===== config.mk =====
export PLATFORM = sky130hd
export DESIGN_NAME = xbar_route_ctrl
export DESIGN_NICKNAME = d
export VERILOG_FILES = /design/src/rtl/xr_pkg.sv /design/src/rtl/xr_sync_edge.sv /design/src/rtl/xr_cmd_decode.sv /design/src/rtl/xr_route_store.sv /design/src/rtl/xbar_route_ctrl.sv
export SDC_FILE = /design/constraint.sdc
export NUM_CORES = 1
export LEC_CHECK = 0
export ABC_AREA = 1
export BUFFER_PORTS_ARGS = -buffer_cell sky130_fd_sc_hd__buf_2
export CORE_UTILIZATION = 30
export CTS_BUF_LIST = sky130_fd_sc_hd__clkbuf_16
export CTS_CLUSTER_SIZE = 28
export DETAILED_ROUTE_END_ITERATION = 16
export PLACE_DENSITY = 0.48
export SLEW_MARGIN = 20
export SYNTH_ARGS = -nofsm -noshare
export SYNTH_HDL_FRONTEND = slang
export SYNTH_SLANG_ARGS = --single-unit

===== constraint.sdc =====
create_clock -name clk -period 2.15 [get_ports clk]
set_input_delay 0.5375 -clock clk [delete_from_list [all_inputs] [get_ports clk]]
set_output_delay 0.5375 -clock clk [all_outputs]
set_load 0.02 [all_outputs]

===== src/rtl/xr_pkg.sv =====
package xr_pkg;
  localparam int CODE_W = 4;

  localparam logic [CODE_W-1:0] C_GND     = 4'b1000;
  localparam logic [CODE_W-1:0] C_DIS_ONE = 4'b1011;
  localparam logic [CODE_W-1:0] C_EN_ONE  = 4'b1100;
  localparam logic [CODE_W-1:0] C_DIS_ALL = 4'b1101;
  localparam logic [CODE_W-1:0] C_EN_ALL  = 4'b1110;
  localparam logic [CODE_W-1:0] C_SWXFER  = 4'b1111;

  typedef enum logic [2:0] {
    ACT_NONE,
    ACT_ROUTE,
    ACT_DIS_ONE,
    ACT_EN_ONE,
    ACT_DIS_ALL,
    ACT_EN_ALL,
    ACT_XFER
  } xr_act_e;
endpackage


===== src/rtl/xr_sync_edge.sv =====
module xr_sync_edge #(
  parameter int STAGES = 2
) (
  input  logic clk,
  input  logic rst,
  input  logic din,
  output logic level,
  output logic rise
);
  localparam int LAST = STAGES - 1;

  logic [STAGES:0] sh_q;

  always_ff @(posedge clk) begin
    if (rst) sh_q <= '0;
    else     sh_q <= {sh_q[STAGES-1:0], din};
  end

  assign level = sh_q[LAST];
  assign rise  = sh_q[LAST] & ~sh_q[STAGES];
endmodule


===== src/rtl/xr_cmd_decode.sv =====
module xr_cmd_decode
  import xr_pkg::*;
(
  input  logic              fire,
  input  logic [CODE_W-1:0] code,
  input  logic              latch_lvl,
  output xr_act_e           act
);
  always_comb begin
    act = ACT_NONE;
    if (fire) begin
      if (code <= C_GND) act = ACT_ROUTE;
      else begin
        unique case (code)
          C_DIS_ONE: act = ACT_DIS_ONE;
          C_EN_ONE:  act = ACT_EN_ONE;
          C_DIS_ALL: act = ACT_DIS_ALL;
          C_EN_ALL:  act = ACT_EN_ALL;
          C_SWXFER:  act = latch_lvl ? ACT_XFER : ACT_NONE;
          default:   act = ACT_NONE;
        endcase
      end
    end
  end
endmodule


===== src/rtl/xr_route_store.sv =====
module xr_route_store
  import xr_pkg::*;
#(
  parameter int N_OUT = 8,
  parameter int N_IN  = 8
) (
  input  logic                      clk,
  input  logic                      rst,
  input  xr_act_e                   act,
  input  logic [$clog2(N_OUT)-1:0]  addr,
  input  logic [CODE_W-1:0]         code,
  input  logic                      edge_mode,
  input  logic                      latch_lvl,
  input  logic                      latch_rise,
  output logic [N_OUT*$clog2(N_IN)-1:0] rt_sel,
  output logic [N_OUT-1:0]          rt_gnd,
  output logic [N_OUT-1:0]          rt_en
);
  localparam int AW    = $clog2(N_OUT);
  localparam int IDX_W = $clog2(N_IN);

  logic [N_OUT-1:0][CODE_W-1:0] pend_q, act_q;
  logic [N_OUT-1:0]             en_q;
  logic                         any_write;
  logic                         xfer_sw;

  assign any_write = (act != ACT_NONE);
  assign xfer_sw   = (act == ACT_XFER);

  for (genvar i = 0; i < N_OUT; i++) begin : g_out
    logic              hit;
    logic [CODE_W-1:0] pend_nxt;
    logic [CODE_W-1:0] act_nxt;
    logic              en_nxt;

    assign hit      = (addr == AW'(i));
    assign pend_nxt = (act == ACT_ROUTE && hit) ? code : pend_q[i];

    always_comb begin
      act_nxt = act_q[i];
      if (xfer_sw)                    act_nxt = pend_q[i];
      else if (edge_mode) begin
        if (latch_rise)               act_nxt = pend_q[i];
      end else if (!latch_lvl)        act_nxt = pend_nxt;
    end

    always_comb begin
      en_nxt = en_q[i];
      unique case (act)
        ACT_DIS_ALL: en_nxt = 1'b0;
        ACT_EN_ALL:  en_nxt = 1'b1;
        ACT_DIS_ONE: if (hit) en_nxt = 1'b0;
        ACT_EN_ONE:  if (hit) en_nxt = 1'b1;
        default:     en_nxt = en_q[i];
      endcase
    end

    always_ff @(posedge clk) begin
      if (rst) begin
        pend_q[i] <= '0;
        act_q[i]  <= '0;
        en_q[i]   <= 1'b0;
        rt_sel[i*IDX_W +: IDX_W] <= '0;
        rt_gnd[i] <= 1'b0;
        rt_en[i]  <= 1'b0;
      end else begin
        pend_q[i] <= pend_nxt;
        act_q[i]  <= act_nxt;
        en_q[i]   <= en_nxt;
        rt_gnd[i] <= act_q[i][CODE_W-1];
        rt_sel[i*IDX_W +: IDX_W] <= act_q[i][CODE_W-1] ? '0 : act_q[i][IDX_W-1:0];
        rt_en[i]  <= en_q[i];
      end
    end
  end

  p_en_only_on_cmd_r4: assert property (@(posedge clk) disable iff (rst)
    !$stable(en_q) |-> $past(any_write));

  p_pend_only_on_cmd_r2: assert property (@(posedge clk) disable iff (rst)
    !$stable(pend_q) |-> $past(act == ACT_ROUTE));

  p_level_hold_high_r8: assert property (@(posedge clk) disable iff (rst)
    $past(!edge_mode && latch_lvl && !xfer_sw) |-> $stable(act_q));

  p_edge_hold_r7: assert property (@(posedge clk) disable iff (rst)
    $past(edge_mode && !latch_rise && !xfer_sw) |-> $stable(act_q));

  p_xfer_copies_r6: assert property (@(posedge clk) disable iff (rst)
    $past(xfer_sw) |-> (act_q == $past(pend_q)));
endmodule


===== src/rtl/xbar_route_ctrl.sv =====
module xbar_route_ctrl
  import xr_pkg::*;
#(
  parameter int N_OUT       = 8,
  parameter int N_IN        = 8,
  parameter int SYNC_STAGES = 2
) (
  input  logic                              clk,
  input  logic                              rst,
  input  logic                              wr_raw,
  input  logic                              cs_en,
  input  logic                              cs_en_n,
  input  logic [$clog2(N_OUT)-1:0]          addr,
  input  logic [3:0]                        code,
  input  logic                              latch_raw,
  input  logic                              edge_mode,
  output logic [N_OUT*$clog2(N_IN)-1:0]     rt_sel,
  output logic [N_OUT-1:0]                  rt_gnd,
  output logic [N_OUT-1:0]                  rt_en
);
  logic    wr_qual;
  logic    wr_lvl, wr_fire;
  logic    lat_lvl, lat_rise;
  xr_act_e act;

  assign wr_qual = wr_raw & cs_en & ~cs_en_n;

  xr_sync_edge #(.STAGES(SYNC_STAGES)) u_wr_sync (
    .clk(clk), .rst(rst), .din(wr_qual), .level(wr_lvl), .rise(wr_fire));

  xr_sync_edge #(.STAGES(SYNC_STAGES)) u_lat_sync (
    .clk(clk), .rst(rst), .din(latch_raw), .level(lat_lvl), .rise(lat_rise));

  xr_cmd_decode u_dec (
    .fire(wr_fire), .code(code), .latch_lvl(lat_lvl), .act(act));

  xr_route_store #(.N_OUT(N_OUT), .N_IN(N_IN)) u_store (
    .clk(clk), .rst(rst), .act(act), .addr(addr), .code(code),
    .edge_mode(edge_mode), .latch_lvl(lat_lvl), .latch_rise(lat_rise),
    .rt_sel(rt_sel), .rt_gnd(rt_gnd), .rt_en(rt_en));

  p_fire_single_r1: assert property (@(posedge clk) disable iff (rst)
    wr_fire |=> !wr_fire);

  p_xfer_needs_latch_r6: assert property (@(posedge clk) disable iff (rst)
    (act == ACT_XFER) |-> lat_lvl);

  p_write_needs_level_r1: assert property (@(posedge clk) disable iff (rst)
    (act != ACT_NONE) |-> wr_lvl);
endmodule


Yosys cells after proc, flatten, opt, wreduce, memory -nomap -nowiden
Cells that the tools add are included.

operators by class
  bitwise logic cells = 7
  muxes and demuxes = 68
  equality and inequality tests = 36
  reductions and logical operators = 27
  $lt $le $gt $ge = 1

operators with widths
  cell                  count
  $mux W4               40
  $ne A2 B1 Y1 const B  16
  $pmux W1 S4           8
  $reduce_and A3 Y1     8
  $eq A3 B3 Y1 const B  7
  $eq A4 B4 Y1 const B  5
  $mux W1               16
  $reduce_or A2 Y1      8
  $pmux W3 S5           1
  $eq A3 B2 Y1 const B  4
  $mux W3               3
  $logic_and A1 B1 Y1   8
  $eq A3 B1 Y1 const B  2
  $and A1 B1 Y1         4
  $le A4 B4 Y1 const B  1
  $reduce_bool A4 Y1    1
  $logic_not A3 Y1      1
  $ne A3 B1 Y1 const B  1
  $ne A3 B2 Y1 const B  1
  $not A1 Y1            3
  $reduce_and A2 Y1     1

word-level totals
  register bits = 118
  bits of input ports = 14
  logic and storage cells = 189
  output and inout bits = 40

Logic depth before layout (Yosys ltp)
  depth in word-level cells = 10
  mapped depth = 12
  gate-level depth less buffers = 11

By module
From an unflattened synthesis, not the netlist that was laid out.

second synthesis, totals
  cell total of the unflattened synthesis = 691
  area, all modules = 4,869.7 um^2

modules (own cells, without submodules)
  module           instances  area an instance (um^2)  cells each  sequential area each (um^2)
  xr_route_store   1          4,606.9                  650         2,242.2
  xr_sync_edge     2          86.3                     10          60.1
  xr_cmd_decode    1          80.1                     19          0.0
  xbar_route_ctrl  1          10.0                     2           0.0

Worst setup path after synthesis
Ideal clock, no wire load.

  kind = input-to-reg
  start = input code[3]
  end = register u_store.act_q[7] in the netlist's numbering
  arrival time = 1.630 ns
  setup slack = 0.408 ns
  library setup time = 0.112 ns
  cell stages on the path = 9
  path buffers = 2
  required time = 2.038 ns
  cells stage by stage = buf_2 > a21boi_2 > nand3_4 > buf_2 > nand3_2 > nand2_1 > nand3_1 > nand2_1 > nand2_1

between the ends
  word-level cells in the longest chain between the ends = 10
  elaborated cells on any way between the ends = 19
  classes of those cells = order compare: 1; eq/ne: 9; mux: 7; reduce/logical: 2

RTL lines
  what                           line                   text
  start, declared                xbar_route_ctrl.sv:14  input logic [3:0] code,
  $eq A4 B4 Y1                   xr_cmd_decode.sv:14    unique case (code)
  $pmux W3 S5                    xr_cmd_decode.sv:14
  $mux W3                        xr_cmd_decode.sv:12    if (code <= C_GND) act = ACT_ROUTE;
  $mux W3                        xr_cmd_decode.sv:11    if (fire) begin
  $eq A3 B1 Y1                   xr_route_store.sv:37   assign pend_nxt = (act == ACT_ROUTE && hit) ? code : pend_q[i];
  $logic_and A1 B1 Y1            xr_route_store.sv:37
  $mux W4                        xr_route_store.sv:37
  $mux W4                        xr_route_store.sv:44   end else if (!latch_lvl) act_nxt = pend_nxt;
  $mux W4                        xr_route_store.sv:42   else if (edge_mode) begin
  $mux W4                        xr_route_store.sv:41   if (xfer_sw) act_nxt = pend_q[i];
  end signal, assigned by index  xr_route_store.sv:68   act_q[i] <= act_nxt;
  end, declared                  xr_route_store.sv:22   logic [N_OUT-1:0][CODE_W-1:0] pend_q, act_q;

Parallel ways exist; a longest one is shown, timed or not. The select of a mux whose other input is x is not followed.
A chain may end at the register's enable or synchronous reset.

Worst setup path after layout
  start = register u_lat_sync.sh_q[1]
  end = register u_store.act_q[4] in the netlist's numbering

between the ends
  word-level cells in the longest chain between the ends = 10
  elaborated cells on any way between the ends = 15
  classes of those cells = eq/ne: 4; mux: 8; bitwise: 1; reduce/logical: 2

RTL lines
  what                    line                  text
  start, declared         xr_sync_edge.sv:12    logic [STAGES:0] sh_q;
  start signal, assigned  xr_sync_edge.sv:16    else sh_q <= {sh_q[STAGES-1:0], din};
  $mux W3                 xr_cmd_decode.sv:19   C_SWXFER: act = latch_lvl ? ACT_XFER : ACT_NONE;
  $pmux W3 S5             xr_cmd_decode.sv:14
  $mux W3                 xr_cmd_decode.sv:12
  $mux W3                 xr_cmd_decode.sv:11
  $eq A3 B1 Y1            xr_route_store.sv:37
  $logic_and A1 B1 Y1     xr_route_store.sv:37
  $mux W4                 xr_route_store.sv:37
  $mux W4                 xr_route_store.sv:44
  $mux W4                 xr_route_store.sv:42
  $mux W4                 xr_route_store.sv:41

Parallel ways exist; a longest one is shown, timed or not. The select of a mux whose other input is x is not followed.

==> run_results.csv <==
group,metric,value,unit
timing,finClkSkew,6.886,ps
grt,grt_max_degree,33,
timing,period_minus_slack,1844,ps
drt,detail_route.wl_per_cell,12.82,µm
timing,setup_slack,306.3,ps
grt,overflow,0,
critical_path,r2r_start,"u_lat_sync.sh_q[1]",
critical_path,path_buf_inv,1,
critical_path,slowest_stage,"nor2_4",
logic_synthesis,syn-cell-area,4755,µm²
critical_path,r2r_slack,310,ps
logic_synthesis,ys_seq_elements,118,
hold_path,whs_path_depth,2,
critical_path,critPathCaptureType,"flip-flop",
floorplan,die_y,127.9,µm
clock_tree,clk_pin_slew,50,ps
clock_tree,cts_hold_buf,0,
critical_path,worstSetupPathType,"flip-flop to flip-flop",
clock_tree,htreeDepth,4,
hold_path,hp-start,"cs_en_n",
power_and_ir_drop,vdd_drop_max,482.0,µV
drt,drt-vias-per-instance,4.642,
drt,route.detailed.drc,0,
floorplan,die_w,127.9,µm
critical_path,cp.required,2490,ps
floorplan,io_pins,54,
clock_tree,clockBufferDepth,2,
power_and_ir_drop,leakagePower,2.601,nW
logic_synthesis,yosys_warnings,0,
grt,antenna_found_initial,0,
status,outcome,"complete, no violations",
floorplan,fp.dieArea,16360,µm²
drt,num_vias,4317,
floorplan,core,15310,µm²
critical_path,cp.arrival,2180,ps
drt,drt_pass1_iterations,5,
floorplan,std_cell_rows,45,
drt,wirelength,11.92,mm
layout,fin_nets,723,
logic_synthesis,yosysSeqAreaShare,49.68,%
layout,area_growth,23.82,%
layout,final_layout_size_suffix_gt1_share,18.22,%
critical_path,worstReg2RegEnd,"u_store.act_q[4]",
grt,first_global_vias,3971,
timing,setup_viol,0,
critical_path,critical_path.max_stage_delay,670,ps
critical_path,cp.depth,9,
logic_synthesis,synth.avg_cell_area,7.452,µm²
layout,final_area,5887,µm²
drt,ant_nets,0,
clock_tree,cts_tree,"built",
clock_tree,clkLatencyLatePin,410,ps
critical_path,startpoint_type,"flip-flop",
critical_path,cp_top_family,"simple AND/OR/NAND/NOR gates",
clock_tree,cts.sinks,118,
grt,grt_pass1_wl,19.51,mm
timing,slew_violations,0,
critical_path,reg2regPathDepth,9,
placed_design,port_buffers,53,
timing,hold_viol,0,
hold_path,timing.hold.worst_endpoint,"u_wr_sync.sh_q[0]",
timing,tightest_slew,905.6,ps
logic_synthesis,ys_types,25,
clock_tree,cts-root-buf,"clkbuf_16",
clock_tree,cts.repair.resized,0,
hold_path,hold_path_class,"input port to flip-flop",
critical_path,worstPathMaxFanout,32,
clock_tree,cts_buffers,17,
logic_synthesis,syn_nets,652,
drt,drtIter0Drc,228,
timing,rsz0062_at_grt,"false",
logic_synthesis,synthCells,638,
grt,grt_usage,15.39,%
placed_design,post-place-ws,-38.81,ps
timing,clock.fmax,0.5424,GHz
critical_path,cp_cell_sequence,"inv_1, nand2_1, nand2_1, nand2_1, nand3_4, nor2_4, nor2_4, a21oi_1, a21oi_1",
flow_run,drv_cap,0,
timing,slew_headroom,39.48,%
timing,min_period_over_period,85.75,%
layout,diodes,0,
power_and_ir_drop,power_density,863.7,nW/µm²
critical_path,crit_top_cell,"nand2_1",
clock_tree,post_cts_buffers,0,
floorplan,initial_core_util,31.05,%
placed_design,gp_congestion,0.8228,
placed_design,dpl-instance-area,5385,µm²
placed_design,dp_hpwl,7.946,mm
## logic make-up after synthesis
| logic type | count (synthesis) | synth area share [%] |
|---|---|---|
| AOI/OAI and AO/OA | 93 | 10.50 |
| buffers and inverters | 114 | 9.763 |
| DFF | 118 | 49.68 |
| and+or+nand+nor | 313 | 30.05 |
## cells in the mapped netlist (all sizes together)
cell type / instances / share of area [%]
dfxtp: 118 / 50
nand2: 110 / 8.7
nor2: 102 / 8.7
inv: 82 / 6.5
a21oi: 66 / 7.2
nand3: 60 / 7.4
nand4: 32 / 4.2
o21ai: 24 / 2.5
buf: 16 / 2.0
clkbuf: 16 / 1.3
nor3: 9 / 0.95
a21boi: 2 / 0.39
o21bai: 1 / 0.39
## worst max-delay path by stage
| stage | from | to | slack [ps] |
|---|---|---|---|
| 2_1_floorplan | code[3] | u_store.act_q[7] | 410 |
| 3_3_place_gp | code[0] | u_store.act_q[5] | 30 |
| 3_5_place_dp | code[0] | u_store.act_q[4] | -40 |
| 4_1_cts | u_lat_sync.sh_q[1] | u_store.act_q[4] | 270 |
| 5_1_grt | u_lat_sync.sh_q[1] | u_store.act_q[2] | 130 |
| 6_report | u_lat_sync.sh_q[1] | u_store.act_q[4] | 310 |
## per-stage QoR
stage	util, %	power [mW]	cells	hold WS (ps)	TNS [ps]
6_report	38.44	5.085	930	287.3	0
5_1_grt	38.44	5.317	930	280.0	0
4_1_cts	38.44	5.159	930	269.1	0
3_5_place_dp	35.16	2.696	901	398.9	-113.7
3_3_place_gp	35.16	2.692	901	389.9	0
2_1_floorplan	-	2.558	638	388.3	0
## area by class of cell
class	count	area [µm²]
clock buffers	17	425.4
inverters	82	307.8
well taps	211	264.0
flip-flops and latches	118	2362
repair buffers	84	523.0
multi-input cells	406	1928
clock inverters	12	76.32
fillers	1629	9428
## per-layer routing
layer	wire, µm	part of all wire [%]	GRT usage, %
met4	161	1.4	6.713
met5	0	0	0
met2	5399	45	24.33
met1	5774	48	19.46
met3	586	4.9	4.466
## power breakdown
part           internal, mW  switching, mW
clock                  1.52          0.913
sequential             2.26         0.0222
combinational         0.122          0.250
total                  3.90           1.19
## sequential cells by signal, indices dropped and copies added, names as in the netlist
name	cells
u_wr_sync.sh_q	3
u_lat_sync.sh_q	3
u_store.en_q	8
u_store.pend_q	32
u_store.act_q	32
u_store.rt_sel	24
u_store.rt_gnd	8
u_store.rt_en	8
## placed cells by master (no fill, tap or decap)
cell       instances
dfxtp_1          118
nand2_1          109
nor2_1            97
inv_1             81
a21oi_1           63
buf_2             53
nand3_1           51
nand4_1           32
buf_4             29
o21ai_1           20
clkbuf_16         17
nor3_1             9
nand3_2            8
inv_2              5
nor2_4             4
o21ai_0            4
clkinv_2           4
a21oi_2            3
clkinv_1           3
buf_12             2
nor2_2             1
a21boi_2           1
nand3_4            1
a21boi_0           1
nand2_2            1
o21bai_4           1
bufinv_16          1
## worst register-to-register path: cells and delay by family (launching register included)
family | cells | cell delay [ps]
compound gates | 2 | 300
buf+inv | 1 | 100
simple gates | 6 | 1050
flops | 1 | 320
Power figures use the tool's default switching activity.
